## config.mk

```make
export PLATFORM = sky130hd
export DESIGN_NAME = sp_ctrl
export DESIGN_NICKNAME = d
export VERILOG_FILES = /design/src/rtl/sp_pkg.sv /design/src/rtl/sp_baud.sv /design/src/rtl/sp_sync_eng.sv /design/src/rtl/sp_async_tx.sv /design/src/rtl/sp_async_rx.sv /design/src/rtl/sp_ctrl.sv
export SDC_FILE = /design/constraint.sdc
export NUM_CORES = 1
export LEC_CHECK = 0
export BUFFER_PORTS_ARGS = -buffer_cell sky130_fd_sc_hd__buf_2
export CAP_MARGIN = 20
export CORE_MARGIN = 1
export CORE_UTILIZATION = 54
export DETAILED_ROUTE_END_ITERATION = 8
export PLACE_DENSITY = 0.76
export REMOVE_ABC_BUFFERS = 1
export SYNTH_ARGS = -nofsm -noshare
export SYNTH_HDL_FRONTEND = slang
export SYNTH_HIERARCHICAL = 1
export SYNTH_SLANG_ARGS = --single-unit
export TNS_END_PERCENT = 5
```

## constraint.sdc

```tcl
create_clock -name clk_i -period 2.25 [get_ports clk_i]
set_input_delay 0.1125 -clock clk_i [delete_from_list [all_inputs] [get_ports clk_i]]
set_output_delay 0.1125 -clock clk_i [all_outputs]
set_load 0.03 [all_outputs]
```

## src/rtl/sp_pkg.sv

```systemverilog
package sp_pkg;
  typedef enum logic [1:0] {
    MODE_SYNC  = 2'd0,
    MODE_A10   = 2'd1,
    MODE_A11_F = 2'd2,
    MODE_A11_T = 2'd3
  } sp_mode_e;
endpackage

```

## src/rtl/sp_baud.sv

```systemverilog
module sp_baud #(
  parameter int OVS     = 16,
  parameter int OSC_DIV = 64,
  parameter int TMR_DIV = 32
) (
  input  logic       clk_i,
  input  logic       rst_ni,
  input  logic [1:0] mode_i,
  input  logic       smod_i,
  input  logic       tick_i,
  output logic       stick_o
);
  localparam int OSC_PRE = OSC_DIV / OVS;
  localparam int TMR_PRE = TMR_DIV / OVS;
  localparam int MAXP    = (OSC_PRE > TMR_PRE) ? OSC_PRE : TMR_PRE;
  localparam int CW      = $clog2(MAXP) + 1;

  logic [CW-1:0] cnt_q, lim;
  logic          inc;

  always_comb begin
    if (mode_i == 2'd2) begin
      inc = 1'b1;
      lim = smod_i ? CW'(OSC_PRE / 2) : CW'(OSC_PRE);
    end else begin
      inc = tick_i;
      lim = smod_i ? CW'(TMR_PRE / 2) : CW'(TMR_PRE);
    end
  end

  assign stick_o = inc && (cnt_q >= lim - 1'b1);

  always_ff @(posedge clk_i or negedge rst_ni)
    if (!rst_ni) cnt_q <= '0;
    else if (inc) cnt_q <= stick_o ? '0 : cnt_q + 1'b1;

  // oversample ticks in mode 2 are never back to back without doubling
  p_osc_rate_r6: assert property (@(posedge clk_i) disable iff (!rst_ni)
    (stick_o && mode_i == 2'd2 && !smod_i) |=> (!stick_o || mode_i != 2'd2));
endmodule

```

## src/rtl/sp_sync_eng.sv

```systemverilog
module sp_sync_eng #(
  parameter int DW  = 8,
  parameter int DIV = 12
) (
  input  logic          clk_i,
  input  logic          rst_ni,
  input  logic          en_i,
  input  logic          wr_i,
  input  logic [DW-1:0] wdata_i,
  input  logic          ren_i,
  input  logic          ri_i,
  input  logic          rxd_i,
  output logic          sclk_o,
  output logic          dout_o,
  output logic          oe_o,
  output logic          tx_done_o,
  output logic          rx_done_o,
  output logic [DW-1:0] rx_data_o
);
  localparam int HALF = DIV / 2;
  localparam int PW   = $clog2(DIV);
  localparam int BW   = $clog2(DW);

  logic          busy_q, dir_tx_q;
  logic [PW-1:0] phase_q;
  logic [BW-1:0] bitc_q;
  logic [DW-1:0] sh_q;
  logic          start_tx, start_rx;

  assign start_tx = en_i && wr_i;
  // rx_done_o blocks a restart in the cycle before the flag is visible
  assign start_rx = en_i && ren_i && !ri_i && !rx_done_o;

  always_ff @(posedge clk_i or negedge rst_ni) begin
    if (!rst_ni) begin
      busy_q    <= 1'b0;
      dir_tx_q  <= 1'b0;
      phase_q   <= '0;
      bitc_q    <= '0;
      sh_q      <= '0;
      tx_done_o <= 1'b0;
      rx_done_o <= 1'b0;
    end else begin
      tx_done_o <= 1'b0;
      rx_done_o <= 1'b0;
      if (!busy_q) begin
        if (start_tx) begin
          busy_q   <= 1'b1;
          dir_tx_q <= 1'b1;
          sh_q     <= wdata_i;
          phase_q  <= '0;
          bitc_q   <= '0;
        end else if (start_rx) begin
          busy_q   <= 1'b1;
          dir_tx_q <= 1'b0;
          phase_q  <= '0;
          bitc_q   <= '0;
        end
      end else begin
        if (!dir_tx_q && phase_q == PW'(HALF)) sh_q <= {rxd_i, sh_q[DW-1:1]};
        if (phase_q == PW'(DIV-1)) begin
          phase_q <= '0;
          if (dir_tx_q) sh_q <= {1'b0, sh_q[DW-1:1]};
          if (bitc_q == BW'(DW-1)) begin
            busy_q    <= 1'b0;
            tx_done_o <= dir_tx_q;
            rx_done_o <= !dir_tx_q;
          end else begin
            bitc_q <= bitc_q + 1'b1;
          end
        end else begin
          phase_q <= phase_q + 1'b1;
        end
      end
    end
  end

  assign sclk_o    = busy_q ? (phase_q >= PW'(HALF)) : 1'b1;
  assign dout_o    = sh_q[0];
  assign oe_o      = busy_q && dir_tx_q;
  assign rx_data_o = sh_q;

  p_ri_block_r4: assert property (@(posedge clk_i) disable iff (!rst_ni)
    (!busy_q && ri_i && !start_tx) |=> !busy_q);

  p_data_hold_r2: assert property (@(posedge clk_i) disable iff (!rst_ni)
    (busy_q && dir_tx_q && phase_q != PW'(DIV-1)) |=> $stable(dout_o));
endmodule

```

## src/rtl/sp_async_tx.sv

```systemverilog
module sp_async_tx #(
  parameter int DW  = 8,
  parameter int OVS = 16
) (
  input  logic          clk_i,
  input  logic          rst_ni,
  input  logic          en_i,
  input  logic          nine_i,
  input  logic          wr_i,
  input  logic [DW-1:0] wdata_i,
  input  logic          tb8_i,
  input  logic          stick_i,
  output logic          txd_o,
  output logic          done_o
);
  localparam int FW = DW + 3;
  localparam int CW = $clog2(FW);
  localparam int TW = $clog2(OVS);

  logic          busy_q, nine_q;
  logic [FW-1:0] sh_q;
  logic [CW-1:0] bitc_q, last;
  logic [TW-1:0] tcnt_q;

  assign last = nine_q ? CW'(FW-1) : CW'(FW-2);

  always_ff @(posedge clk_i or negedge rst_ni) begin
    if (!rst_ni) begin
      busy_q <= 1'b0;
      nine_q <= 1'b0;
      sh_q   <= '1;
      bitc_q <= '0;
      tcnt_q <= '0;
      done_o <= 1'b0;
    end else begin
      done_o <= 1'b0;
      if (!busy_q) begin
        if (en_i && wr_i) begin
          busy_q <= 1'b1;
          nine_q <= nine_i;
          sh_q   <= nine_i ? {1'b1, tb8_i, wdata_i, 1'b0} : {2'b11, wdata_i, 1'b0};
          bitc_q <= '0;
          tcnt_q <= '0;
        end
      end else if (stick_i) begin
        if (tcnt_q == TW'(OVS-1)) begin
          tcnt_q <= '0;
          sh_q   <= {1'b1, sh_q[FW-1:1]};
          if (bitc_q == last) begin
            busy_q <= 1'b0;
            done_o <= 1'b1;
          end else begin
            bitc_q <= bitc_q + 1'b1;
          end
        end else begin
          tcnt_q <= tcnt_q + 1'b1;
        end
      end
    end
  end

  assign txd_o = busy_q ? sh_q[0] : 1'b1;

  p_start_low_r5: assert property (@(posedge clk_i) disable iff (!rst_ni)
    $rose(busy_q) |-> !txd_o);
endmodule

```

## src/rtl/sp_async_rx.sv

```systemverilog
module sp_async_rx #(
  parameter int DW  = 8,
  parameter int OVS = 16
) (
  input  logic          clk_i,
  input  logic          rst_ni,
  input  logic          en_i,
  input  logic          nine_i,
  input  logic          ren_i,
  input  logic          rxd_i,
  input  logic          stick_i,
  output logic          ok_o,
  output logic          bad_o,
  output logic [DW-1:0] data_o,
  output logic          b9_o
);
  localparam int FW = DW + 3;
  localparam int CW = $clog2(FW);
  localparam int TW = $clog2(OVS);

  logic          s1_q, s2_q, s3_q, busy_q, nine_q, fall;
  logic [DW:0]   sh_q;
  logic [CW-1:0] bitc_q, last;
  logic [TW-1:0] tcnt_q;

  assign fall = s3_q && !s2_q;
  assign last = nine_q ? CW'(FW-1) : CW'(FW-2);

  always_ff @(posedge clk_i or negedge rst_ni) begin
    if (!rst_ni) begin
      s1_q   <= 1'b1;
      s2_q   <= 1'b1;
      s3_q   <= 1'b1;
      busy_q <= 1'b0;
      nine_q <= 1'b0;
      sh_q   <= '0;
      bitc_q <= '0;
      tcnt_q <= '0;
      ok_o   <= 1'b0;
      bad_o  <= 1'b0;
    end else begin
      s1_q  <= rxd_i;
      s2_q  <= s1_q;
      s3_q  <= s2_q;
      ok_o  <= 1'b0;
      bad_o <= 1'b0;
      if (!busy_q) begin
        if (en_i && ren_i && fall) begin
          busy_q <= 1'b1;
          nine_q <= nine_i;
          bitc_q <= '0;
          tcnt_q <= '0;
        end
      end else if (stick_i) begin
        tcnt_q <= tcnt_q + 1'b1;
        if (tcnt_q == TW'(OVS-1)) bitc_q <= bitc_q + 1'b1;
        if (tcnt_q == TW'(OVS/2-1)) begin
          if (bitc_q == '0) begin
            if (s2_q) busy_q <= 1'b0;  // glitch, not a start bit
          end else if (bitc_q == last) begin
            busy_q <= 1'b0;
            ok_o   <= s2_q;
            bad_o  <= !s2_q;
          end else begin
            sh_q <= {s2_q, sh_q[DW:1]};
          end
        end
      end
    end
  end

  assign data_o = nine_q ? sh_q[DW-1:0] : sh_q[DW:1];
  assign b9_o   = nine_q ? sh_q[DW] : 1'b1;
endmodule

```

## src/rtl/sp_ctrl.sv

```systemverilog
module sp_ctrl #(
  parameter int DATA_W   = 8,
  parameter int OVS      = 16,
  parameter int SYNC_DIV = 12,
  parameter int OSC_DIV  = 64,
  parameter int TMR_DIV  = 32
) (
  input  logic              clk_i,
  input  logic              rst_ni,
  input  logic [1:0]        mode_i,
  input  logic              smod_i,
  input  logic              ren_i,
  input  logic              tb8_i,
  input  logic              tick_i,
  input  logic              wr_i,
  input  logic [DATA_W-1:0] wdata_i,
  input  logic              clr_ti_i,
  input  logic              clr_ri_i,
  input  logic              rxd_i,
  output logic [DATA_W-1:0] rdata_o,
  output logic              rb8_o,
  output logic              ti_o,
  output logic              ri_o,
  output logic              irq_o,
  output logic              txd_o,
  output logic              rxd_o,
  output logic              rxd_oe_o
);
  import sp_pkg::*;

  sp_mode_e          mode;
  logic              m_sync, nine, stick;
  logic              s_sclk, s_dout, s_oe, s_tx_done, s_rx_done;
  logic [DATA_W-1:0] s_rx_data, a_rx_data;
  logic              a_txd, a_tx_done, a_ok, a_bad, a_b9;
  logic              ti_q, ri_q, rb8_q, a_take;
  logic [DATA_W-1:0] rbuf_q;

  assign mode   = sp_mode_e'(mode_i);
  assign m_sync = (mode == MODE_SYNC);
  assign nine   = (mode == MODE_A11_F) || (mode == MODE_A11_T);

  sp_baud #(.OVS(OVS), .OSC_DIV(OSC_DIV), .TMR_DIV(TMR_DIV)) u_baud (
    .clk_i, .rst_ni, .mode_i, .smod_i, .tick_i, .stick_o(stick)
  );

  sp_sync_eng #(.DW(DATA_W), .DIV(SYNC_DIV)) u_sync (
    .clk_i, .rst_ni, .en_i(m_sync), .wr_i, .wdata_i, .ren_i, .ri_i(ri_q),
    .rxd_i, .sclk_o(s_sclk), .dout_o(s_dout), .oe_o(s_oe),
    .tx_done_o(s_tx_done), .rx_done_o(s_rx_done), .rx_data_o(s_rx_data)
  );

  sp_async_tx #(.DW(DATA_W), .OVS(OVS)) u_atx (
    .clk_i, .rst_ni, .en_i(!m_sync), .nine_i(nine), .wr_i, .wdata_i, .tb8_i,
    .stick_i(stick), .txd_o(a_txd), .done_o(a_tx_done)
  );

  sp_async_rx #(.DW(DATA_W), .OVS(OVS)) u_arx (
    .clk_i, .rst_ni, .en_i(!m_sync), .nine_i(nine), .ren_i, .rxd_i,
    .stick_i(stick), .ok_o(a_ok), .bad_o(a_bad), .data_o(a_rx_data), .b9_o(a_b9)
  );

  assign a_take = a_ok && !ri_q;

  always_ff @(posedge clk_i or negedge rst_ni) begin
    if (!rst_ni) begin
      ti_q   <= 1'b0;
      ri_q   <= 1'b0;
      rb8_q  <= 1'b0;
      rbuf_q <= '0;
    end else begin
      if (s_tx_done || a_tx_done) ti_q <= 1'b1;
      else if (clr_ti_i)          ti_q <= 1'b0;
      if (s_rx_done || a_take)    ri_q <= 1'b1;
      else if (clr_ri_i)          ri_q <= 1'b0;
      if (s_rx_done) rbuf_q <= s_rx_data;
      else if (a_take) begin
        rbuf_q <= a_rx_data;
        rb8_q  <= a_b9;
      end
    end
  end

  assign txd_o    = m_sync ? s_sclk : a_txd;
  assign rxd_o    = s_dout;
  assign rxd_oe_o = m_sync && s_oe;
  assign rdata_o  = rbuf_q;
  assign rb8_o    = rb8_q;
  assign ti_o     = ti_q;
  assign ri_o     = ri_q;
  assign irq_o    = ti_q || ri_q;

  p_bad_stop_r9: assert property (@(posedge clk_i) disable iff (!rst_ni)
    (a_bad && !ri_q) |=> !ri_q);

  p_buf_hold_r10: assert property (@(posedge clk_i) disable iff (!rst_ni)
    (a_ok && ri_q) |=> $stable(rbuf_q));

  p_flag_hold_r11: assert property (@(posedge clk_i) disable iff (!rst_ni)
    (ti_q && !clr_ti_i) |=> ti_q);
endmodule

```

==> flow_summary.json, run 1 <==
{
  "status": "finished clean",
  "wire_per_inst_um": 15.98,
  "timing.rr.end": "u_arx/sh_q[4]",
  "worst_pin_slew_ns": 0.5492,
  "fin_setup_tns_ns": 0,
  "min_to": "ri_o",
  "die_w_um": 91.28,
  "worstSkewPairLatency_ns": 0.35,
  "hold_viol_final": 0,
  "p_leak_nw": 2.331,
  "cts_sinks": 77,
  "grt_first_pass_wirelength_mm": 15.39,
  "globalplace.congestion": 0.8404,
  "crit_fanout": 9,
  "skew_ns": 0.009591,
  "power_mw": 4.680,
  "cts.reportedPaths.clkPinSlew_ns": 0.09,
  "vias_per_cell": 5.737,
  "min_from": "clr_ri_i",
  "drc": 0,
  "ant_nets": 0,
  "syn_area_per_cell_um2": 10.58,
  "drtIter0Drc": 148,
  "cp-startpoint": "u_baud/cnt_q[0]",
  "maxSlewHeadroom": 0.6339,
  "rr_startpoint": "u_baud/cnt_q[0]",
  "start_util": 0.5570,
  "irDropWorstVdd_mv": 0.4953,
  "ctsLongestPathBuffers": 2,
  "clkPwrFrac": 0.237,
  "p_sw_frac": 0.3431,
  "grt_pass1_vias": 3162,
  "max_cap_violations": 0,
  "area_delta_synth_final_pct": 13.40,
  "die_h_um": 91.28,
  "antenna_found_initial": 0,
  "rsz0062_at_grt": "yes",
  "synthCells": 407,
  "root_buffer": "clkbuf_8",
  "finalCriticalPeriod_ns": 2.184,
  "vias": 3224,
  "hpwl_mm": 6.333,
  "layout-drive-gt1-share": 0.2739,
  "portBuffers": 34,
  "p_comb_frac": 0.311,
  "final_nets": 488,
  "drt_first_pass_iters": 4,
  "crit_type": "reg -> reg",
  "rows": 32,
  "switching_power_mw": 1.606,
  "min_path_cells": 3,
  "p_int_mw": 3.074,
  "ys.warnings.count": 6,
  "p_per_area_nw_per_um2": 958.8,
  "antenna_cells": 0,
  "cts_tree": "built",
  "grt_max_degree": 43,
  "ios": 35,
  "die-area_um2": 8332,
  "required_ns": 2.48,
  "critPathLaunchType": "register",
  "cp.arrival_ns": 2.41,
  "fmax_mhz": 457.8,
  "drv_slew": 0,
  "ctsHtreeMaxLevel": 3,
  "syn-cell-area_um2": 4304,
  "grt_usage": 0.2344,
  "overflow": 0,
  "hp-class": "in -> reg",
  "fin_crit_sh": 0.9708,
  "wl_mm": 8.983,
  "power_frac_seq": 0.452,
  "core_um2": 7727,
  "r2r.worst_path.cells": 10,
  "final-setup-viol-count": 0,
  "cts_buffers": 9,
  "r2r_setup_slack_ns": 0.07,
  "cp-end-kind": "register"
}
## through the flow
step           instances  area [um^2]  hold slack, ns  setup WS (ns)    util
5_1_grt              562         4881         0.03427       -0.02378  0.6316
2_1_floorplan        388         4170         -0.1831        -0.2963       -
4_1_cts              561         4871         0.02547        0.03374  0.6303
3_5_place_dp         541         4623          0.1339      -0.007263  0.5983
3_3_place_gp         541         4623          0.1353        0.02862  0.5983
6_report             562         4881         0.03932        0.06562  0.6316
## cells in the final DEF, fill, tap and decap left out, drive strengths merged, types with 3 or more instances in the layout
cell         instances
o311ai              10
nor2                21
and2                 7
and3                11
mux2                23
o21ai               19
inv                 24
xor2                 3
a31oi                9
a211oi               7
o211ai               3
nand2b               6
buf                 53
nand4                6
ha                  13
nand2               36
dfrtp               64
nand3               25
clkinv               3
clkbuf              12
dlygate4sd3          3
a21oi               14
mux2i                8
nor2b                7
nand3b               3
a22o                10
a21o                 3
dfstp               13
nand4bb             10
## area by class of cell
class,count,area [um^2]
fillers,617,2846
clock buffers,12,165.2
repair buffers,56,370.4
inverters,24,90.09
well taps,102,127.6
multi-input cells,287,2140
clock inverters,4,45.04
flip-flops and latches,77,1943
## power groups by stage
| stage | sequential, mW | clock (mW) | combinational, mW |
|---|---|---|---|
| floorplan | 2.07 | 0 | 1.02 |
| global placement | 2.12 | 0 | 1.35 |
| detailed placement | 2.14 | 0 | 1.40 |
| CTS | 2.10 | 1.13 | 1.44 |
| global route | 2.17 | 1.20 | 1.63 |
| finish | 2.11 | 1.11 | 1.46 |
## state kept, by name, summed over array words and instances, names as in the netlist, 3 cells and up
signal / count
u_sync/phase_q: 4
u_arx/bitc_q: 4
u_arx/sh_q: 9
u_atx/sh_q: 10
u_baud/cnt_q: 3
u_atx/bitc_q: 4
u_sync/bitc_q: 3
u_sync/rx_data_o: 8
u_atx/tcnt_q: 4
u_arx/tcnt_q: 4
rdata_o: 8
## repair_timing
action | in CTS | in global routing
hold buffers | 3 | 0
setup endpoints to repair | 9 | 12
endpoints found under the hold margin | 29 | 0
buffers inserted | 1 | 1
resized for setup | 0 | 1
## worst max path at each step
stage                         end  depth (start not counted)
finish              u_arx/sh_q[4]                         10
global route        u_arx/sh_q[2]                         10
CTS                 u_arx/sh_q[2]                         10
detailed placement  u_arx/sh_q[2]                         11
global placement    u_arx/sh_q[2]                         11
floorplan           u_arx/sh_q[0]                          9
## worst max-delay path, cell delays in order, from the launching register on
cell and delay [ns]:
dfrtp_1 0.36, inv_1 0.05, ha_1 0.28, nand2b_4 0.12
a31oi_2 0.10, nor2_2 0.12, nand2_1 0.08, or3_4 0.37
nor2b_4 0.14, buf_12 0.14, mux2_4 0.30
## per-layer routing
metal	vias to the layer above	GRT usage	share of wire
met5	-	0	0
met4	0	0.09392	0.014
met3	11	0.03601	0.033
met2	58	0.3756	0.49
met1	1581	0.3202	0.47
li1	1574	-	-
Power figures use the tool's default switching activity.
==> run 2, diff against run 1 <==
--- a/config.mk
+++ b/config.mk
@@ -6,9 +6,8 @@
 export NUM_CORES = 1
 export LEC_CHECK = 0
 export BUFFER_PORTS_ARGS = -buffer_cell sky130_fd_sc_hd__buf_2
-export CAP_MARGIN = 20
 export CORE_MARGIN = 1
-export CORE_UTILIZATION = 54
+export CORE_UTILIZATION = 57
 export DETAILED_ROUTE_END_ITERATION = 8
 export PLACE_DENSITY = 0.76
 export REMOVE_ABC_BUFFERS = 1
==> constraint.sdc (replaced) <==
create_clock -name clk_i -period 2.55 [get_ports clk_i]
set_input_delay 0.1275 -clock clk_i [delete_from_list [all_inputs] [get_ports clk_i]]
set_output_delay 0.1275 -clock clk_i [all_outputs]
set_load 0.03 [all_outputs]
==> flow_summary.json, run 2 (synthesis results as in run 1) <==
{
  "die-area_um2": 7902,
  "ctsHtreeMaxLevel": 3,
  "p_int_mw": 2.725,
  "cts_buffers": 9,
  "ios": 35,
  "cp.arrival_ns": 2.72,
  "placed_cells": 528,
  "power_mw": 4.140,
  "p_sw_frac": 0.3419,
  "irDropWorstVdd_mv": 0.5076,
  "hp-class": "in -> reg",
  "p_per_area_nw_per_um2": 858.4,
  "ctsLongestPathBuffers": 2,
  "fmax_mhz": 402.3,
  "final_nets": 477,
  "layout-drive-gt1-share": 0.2606,
  "timing.hold.ws_ns": 0.03673,
  "worst_pin_slew_ns": 0.9598,
  "post_cts_buffers": 0,
  "postPlaceCellArea_um2": 4519,
  "required_ns": 2.79,
  "top_register": "u_atx/sh_q",
  "vias": 3163,
  "overflow": 0,
  "globalplace.congestion": 0.8208,
  "p_leak_nw": 2.281,
  "grt_usage": 0.2429,
  "final_area_um2": 4823,
  "clkPwrFrac": 0.250,
  "wl_mm": 8.615,
  "final_util": 0.6615,
  "final_common_cell": "dfrtp_1",
  "switching_power_mw": 1.416,
  "largest_reg_flops": 10,
  "hpwl_mm": 5.823,
  "cts_sinks": 77,
  "ant_nets": 0,
  "crit_fanout": 9,
  "grt_pass1_vias": 3031,
  "grt_first_pass_wirelength_mm": 14.61,
  "core_um2": 7292,
  "hold_viol_final": 0,
  "maxSlewHeadroom": 0.3601,
  "die_w_um": 88.90,
  "finalCriticalPeriod_ns": 2.486,
  "root_buffer": "clkbuf_8",
  "final-setup-viol-count": 0,
  "start_util": 0.5903,
  "portBuffers": 34,
  "cp-end-kind": "register",
  "drt_first_pass_iters": 4,
  "final_cell_mix": "64 x dfrtp_1, 34 x nand2_1, 32 x buf_2",
  "max_cap_violations": 0,
  "power_frac_seq": 0.454,
  "critPathLaunchType": "input pin",
  "fillers": 594,
  "status": "finished clean",
  "grt_max_degree": 78,
  "rsz0062_at_grt": "yes",
  "antenna_cells": 0,
  "p_comb_frac": 0.297,
  "fin_crit_sh": 0.9748,
  "antenna_found_initial": 0,
  "crit_type": "in -> reg",
  "reg_top3": "u_atx/sh_q: 10 flops, u_arx/sh_q: 9 flops",
  "worstSkewPairLatency_ns": 0.35,
  "wire_per_inst_um": 15.72,
  "skew_ns": 0.007860,
  "cts.reportedPaths.clkPinSlew_ns": 0.08,
  "die_h_um": 88.90,
  "drtIter0Drc": 181,
  "drv_slew": 0,
  "drc": 0,
  "cts_tree": "built",
  "fin_cells": 548,
  "area_delta_synth_final_pct": 12.06,
  "vias_per_cell": 5.772,
  "rows": 31
}
[run 2: repair_timing]
item | 4_1_cts | 5_1_grt
gates resized for setup | 0 | 8
hold buffers | 4 | 0
hold endpoints to repair | 67 | 0
endpoints found under the setup margin | 0 | 25
[run 2: power by group through the flow]
| stage | Clock [mW] | Combinational (mW) | Sequential, mW |
|---|---|---|---|
| 6_report | 1.03 | 1.23 | 1.88 |
| 2_1_floorplan | 0 | 0.899 | 1.83 |
| 3_5_place_dp | 0 | 1.19 | 1.88 |
| 5_1_grt | 1.11 | 1.40 | 1.94 |
| 3_3_place_gp | 0 | 1.14 | 1.87 |
| 4_1_cts | 1.06 | 1.20 | 1.87 |
[run 2: cell type report]
class                   count  area, um^2  area share
multi-input cells         287        2171      0.4501
flip-flops and latches     77        1943      0.4029
repair buffers             45       271.5     0.05629
clock buffers              10       137.6     0.02853
well taps                  99       123.9     0.02568
inverters                  24       90.09     0.01868
clock inverters             6       86.33     0.01790
[run 2: critical path, cell delays in order]
cell and delay (ns):
dlygate4sd3_1 0.54, buf_6 0.12, nand2b_4 0.05, or2_1 0.24, ha_4 0.28, a31oi_4 0.11, nor2_2 0.14, nand2_2 0.07
or3_4 0.35, nor2b_4 0.35, mux2_4 0.34
[run 2: per-layer routing]
layer  routed length, um  GRT usage  share of wire  vias to the layer above
met5                   0          0              0                        -
met4                 103    0.08798          0.012                        0
met3                 350    0.04986          0.041                       10
met2                3981     0.3741           0.46                       73
met1                4180     0.3413           0.49                     1523
li1                    -          -              -                     1557
[run 2: final timing paths]
| kind | cells after the start | to | from | slack (ns) |
|---|---|---|---|---|
| setup / recovery | 11 | u_arx/sh_q[3] | mode_i[1] | 0.06 |
| hold / removal | 3 | u_atx/sh_q[9] | tb8_i | 0.04 |
| setup reg to reg | 8 | u_arx/sh_q[3] | u_baud/cnt_q[2] | 0.21 |
| hold reg to reg | 0 | u_arx/s2_q | u_arx/s1_q | 0.37 |
| max in group asynchronous | 2 | u_sync/bitc_q[2] | rst_ni | 1.46 |
| min in group asynchronous | 2 | u_arx/tcnt_q[2] | rst_ni | 0.47 |
[run 2: metrics by stage]
stage	TNS (ns)	setup slack [ns]
final	0	0.06426
after global routing	-0.006692	-0.006692
after CTS	0	0.01587
after detailed placement	0	0.1427
after global placement	0	0.1899
after floorplan	0	0.003672
==> run 3, diff against run 2 <==
--- a/config.mk
+++ b/config.mk
@@ -6,7 +6,7 @@
 export NUM_CORES = 1
 export LEC_CHECK = 0
 export BUFFER_PORTS_ARGS = -buffer_cell sky130_fd_sc_hd__buf_2
-export CORE_MARGIN = 1
+export CORE_MARGIN = 3
 export CORE_UTILIZATION = 57
 export DETAILED_ROUTE_END_ITERATION = 8
 export PLACE_DENSITY = 0.76
@@ -15,4 +15,3 @@
 export SYNTH_HDL_FRONTEND = slang
 export SYNTH_HIERARCHICAL = 1
 export SYNTH_SLANG_ARGS = --single-unit
-export TNS_END_PERCENT = 5
==> flow_summary.json, run 3 (synthesis results as in run 1) <==
{
  "top_register": "u_atx/sh_q",
  "drv_slew": 0,
  "multi_input_area_um2": 2161,
  "wire_per_inst_um": 16.02,
  "required_ns": 2.77,
  "grt_max_degree": 78,
  "hp-class": "in -> reg",
  "cp_cell_sequence": "dlygate4sd3_1 -> buf_4 -> nand2b_4 -> or2_1 -> ha_1 -> a31oi_4 -> nor2_2 -> nand2_1 -> or3_4 -> nor2b_4 -> buf_12 -> mux2_4",
  "register_area_um2": 1943,
  "final_nets": 479,
  "p_leak_nw": 2.275,
  "cts.reportedPaths.clkPinSlew_ns": 0.07,
  "finalCriticalPeriod_ns": 2.440,
  "crit_fanout": 9,
  "die-area_um2": 8629,
  "wl_mm": 8.810,
  "critPathLaunchType": "input pin",
  "timing.hold.ws_ns": 0.04792,
  "hold_viol_final": 0,
  "worst_pin_slew_ns": 0.9658,
  "grt_first_pass_wirelength_mm": 15.10,
  "ctsHtreeMaxLevel": 3,
  "die_h_um": 92.90,
  "critPathSlowestCell": "dlygate4sd3_1",
  "fillers": 606,
  "vias_per_cell": 5.818,
  "globalplace.congestion": 0.7650,
  "skew_ns": 0.01239,
  "reg_top3": "u_atx/sh_q: 10 flops, u_arx/sh_q: 9 flops",
  "p_per_area_nw_per_um2": 836.5,
  "fin_crit_sh": 0.9569,
  "ctsLongestPathBuffers": 2,
  "maxSlewHeadroom": 0.3562,
  "status": "finished clean",
  "power_mw": 4.016,
  "core_um2": 7292,
  "area_delta_synth_final_pct": 11.54,
  "max_stage_delay_ns": 0.55,
  "grt_pass1_vias": 3128,
  "drt_first_pass_iters": 4,
  "cts_tree": "built",
  "drc": 0,
  "cp-startpoint": "mode_i[1]",
  "timing.rr.end": "u_arx/sh_q[8]",
  "worstSkewPairLatency_ns": 0.34,
  "overflow": 0,
  "final-setup-viol-count": 0,
  "vias": 3200,
  "pre_cts_ws_ns": 0.1457,
  "r2r.worst_path.cells": 10,
  "layout-drive-gt1-share": 0.2528,
  "final_cell_mix": "64 x dfrtp_1, 35 x nand2_1, 32 x buf_2",
  "drtIter0Drc": 132,
  "rr_startpoint": "u_baud/cnt_q[0]",
  "fin_ws_ns": 0.1100,
  "rows": 31,
  "cts_buffers": 9,
  "ant_nets": 0,
  "final_common_cell": "dfrtp_1",
  "antenna_cells": 0,
  "final_util": 0.6584,
  "r2r_setup_slack_ns": 0.33,
  "antenna_found_initial": 0,
  "irDropWorstVdd_mv": 0.4617,
  "cp.arrival_ns": 2.66,
  "endpoint": "u_arx/sh_q[8]",
  "largest_reg_flops": 10,
  "grt_usage": 0.2192,
  "cts_sinks": 77,
  "ios": 35,
  "hpwl_mm": 6.059,
  "start_util": 0.5903,
  "die_w_um": 92.90,
  "portBuffers": 34,
  "max_cap_violations": 0,
  "root_buffer": "clkbuf_8",
  "crit_type": "in -> reg",
  "cp-end-kind": "register",
  "fmax_mhz": 409.8
}
==> run 3: timing repair <==
item                                    in CTS  in global routing
endpoints found under the hold margin       67                  0
gates resized for setup                      0                  7
hold buffers                                 4                  0
buffers inserted                             0                  1
endpoints found under the setup margin       0                 28
==> run 3: worst min path at each step <==
stage                     startpoint            end  slack [ns]  depth (start not counted)
after global routing           tb8_i  u_atx/sh_q[9]        0.06                          3
final                          tb8_i  u_atx/sh_q[9]        0.05                          3
after global placement         rxd_i     u_arx/s1_q        0.25                          1
after CTS                      tb8_i  u_atx/sh_q[9]        0.03                          3
after floorplan               rst_ni          rb8_o       -0.17                          0
after detailed placement       rxd_i     u_arx/s1_q        0.25                          1
==> run 3: stage by stage <==
stage	instance area, um^2	setup TNS [ns]	instances
global placement	4527	0	529
floorplan	4170	0	388
finish	4801	0	550
global route	4801	-0.02026	550
CTS	4755	0	549
detailed placement	4527	0	529
==> run 3: layer usage <==
layer	vias up	part of all wire	global-route usage
met5	-	0	0
met4	0	0.020	0.07937
met3	15	0.045	0.04468
li1	1567	-	-
met2	74	0.47	0.3377
met1	1544	0.46	0.3074
==> run 3: report_power, final <==
part	switching, mW	leakage [nW]	internal (mW)
registers	0.341	0.941	1.54
clock network	0.415	0.0947	0.480
logic	0.625	1.24	0.619
==> run 3: worst max-delay path, delay by kind of cell <==
kind	cells	cell delay, ns
simple gates	6	0.97
mux	1	0.30
compound gates	1	0.11
buf+inv	3	0.84
fa+ha+maj	1	0.31
==> run 3: area by class of cell <==
class,count,area share
multi-input combinational,287,0.4501
sequential,77,0.4047
timing repair buffer,47,0.06151
clock buffer,14,0.03180
tap,99,0.02580
inverter,24,0.01876
clock inverter,2,0.007297
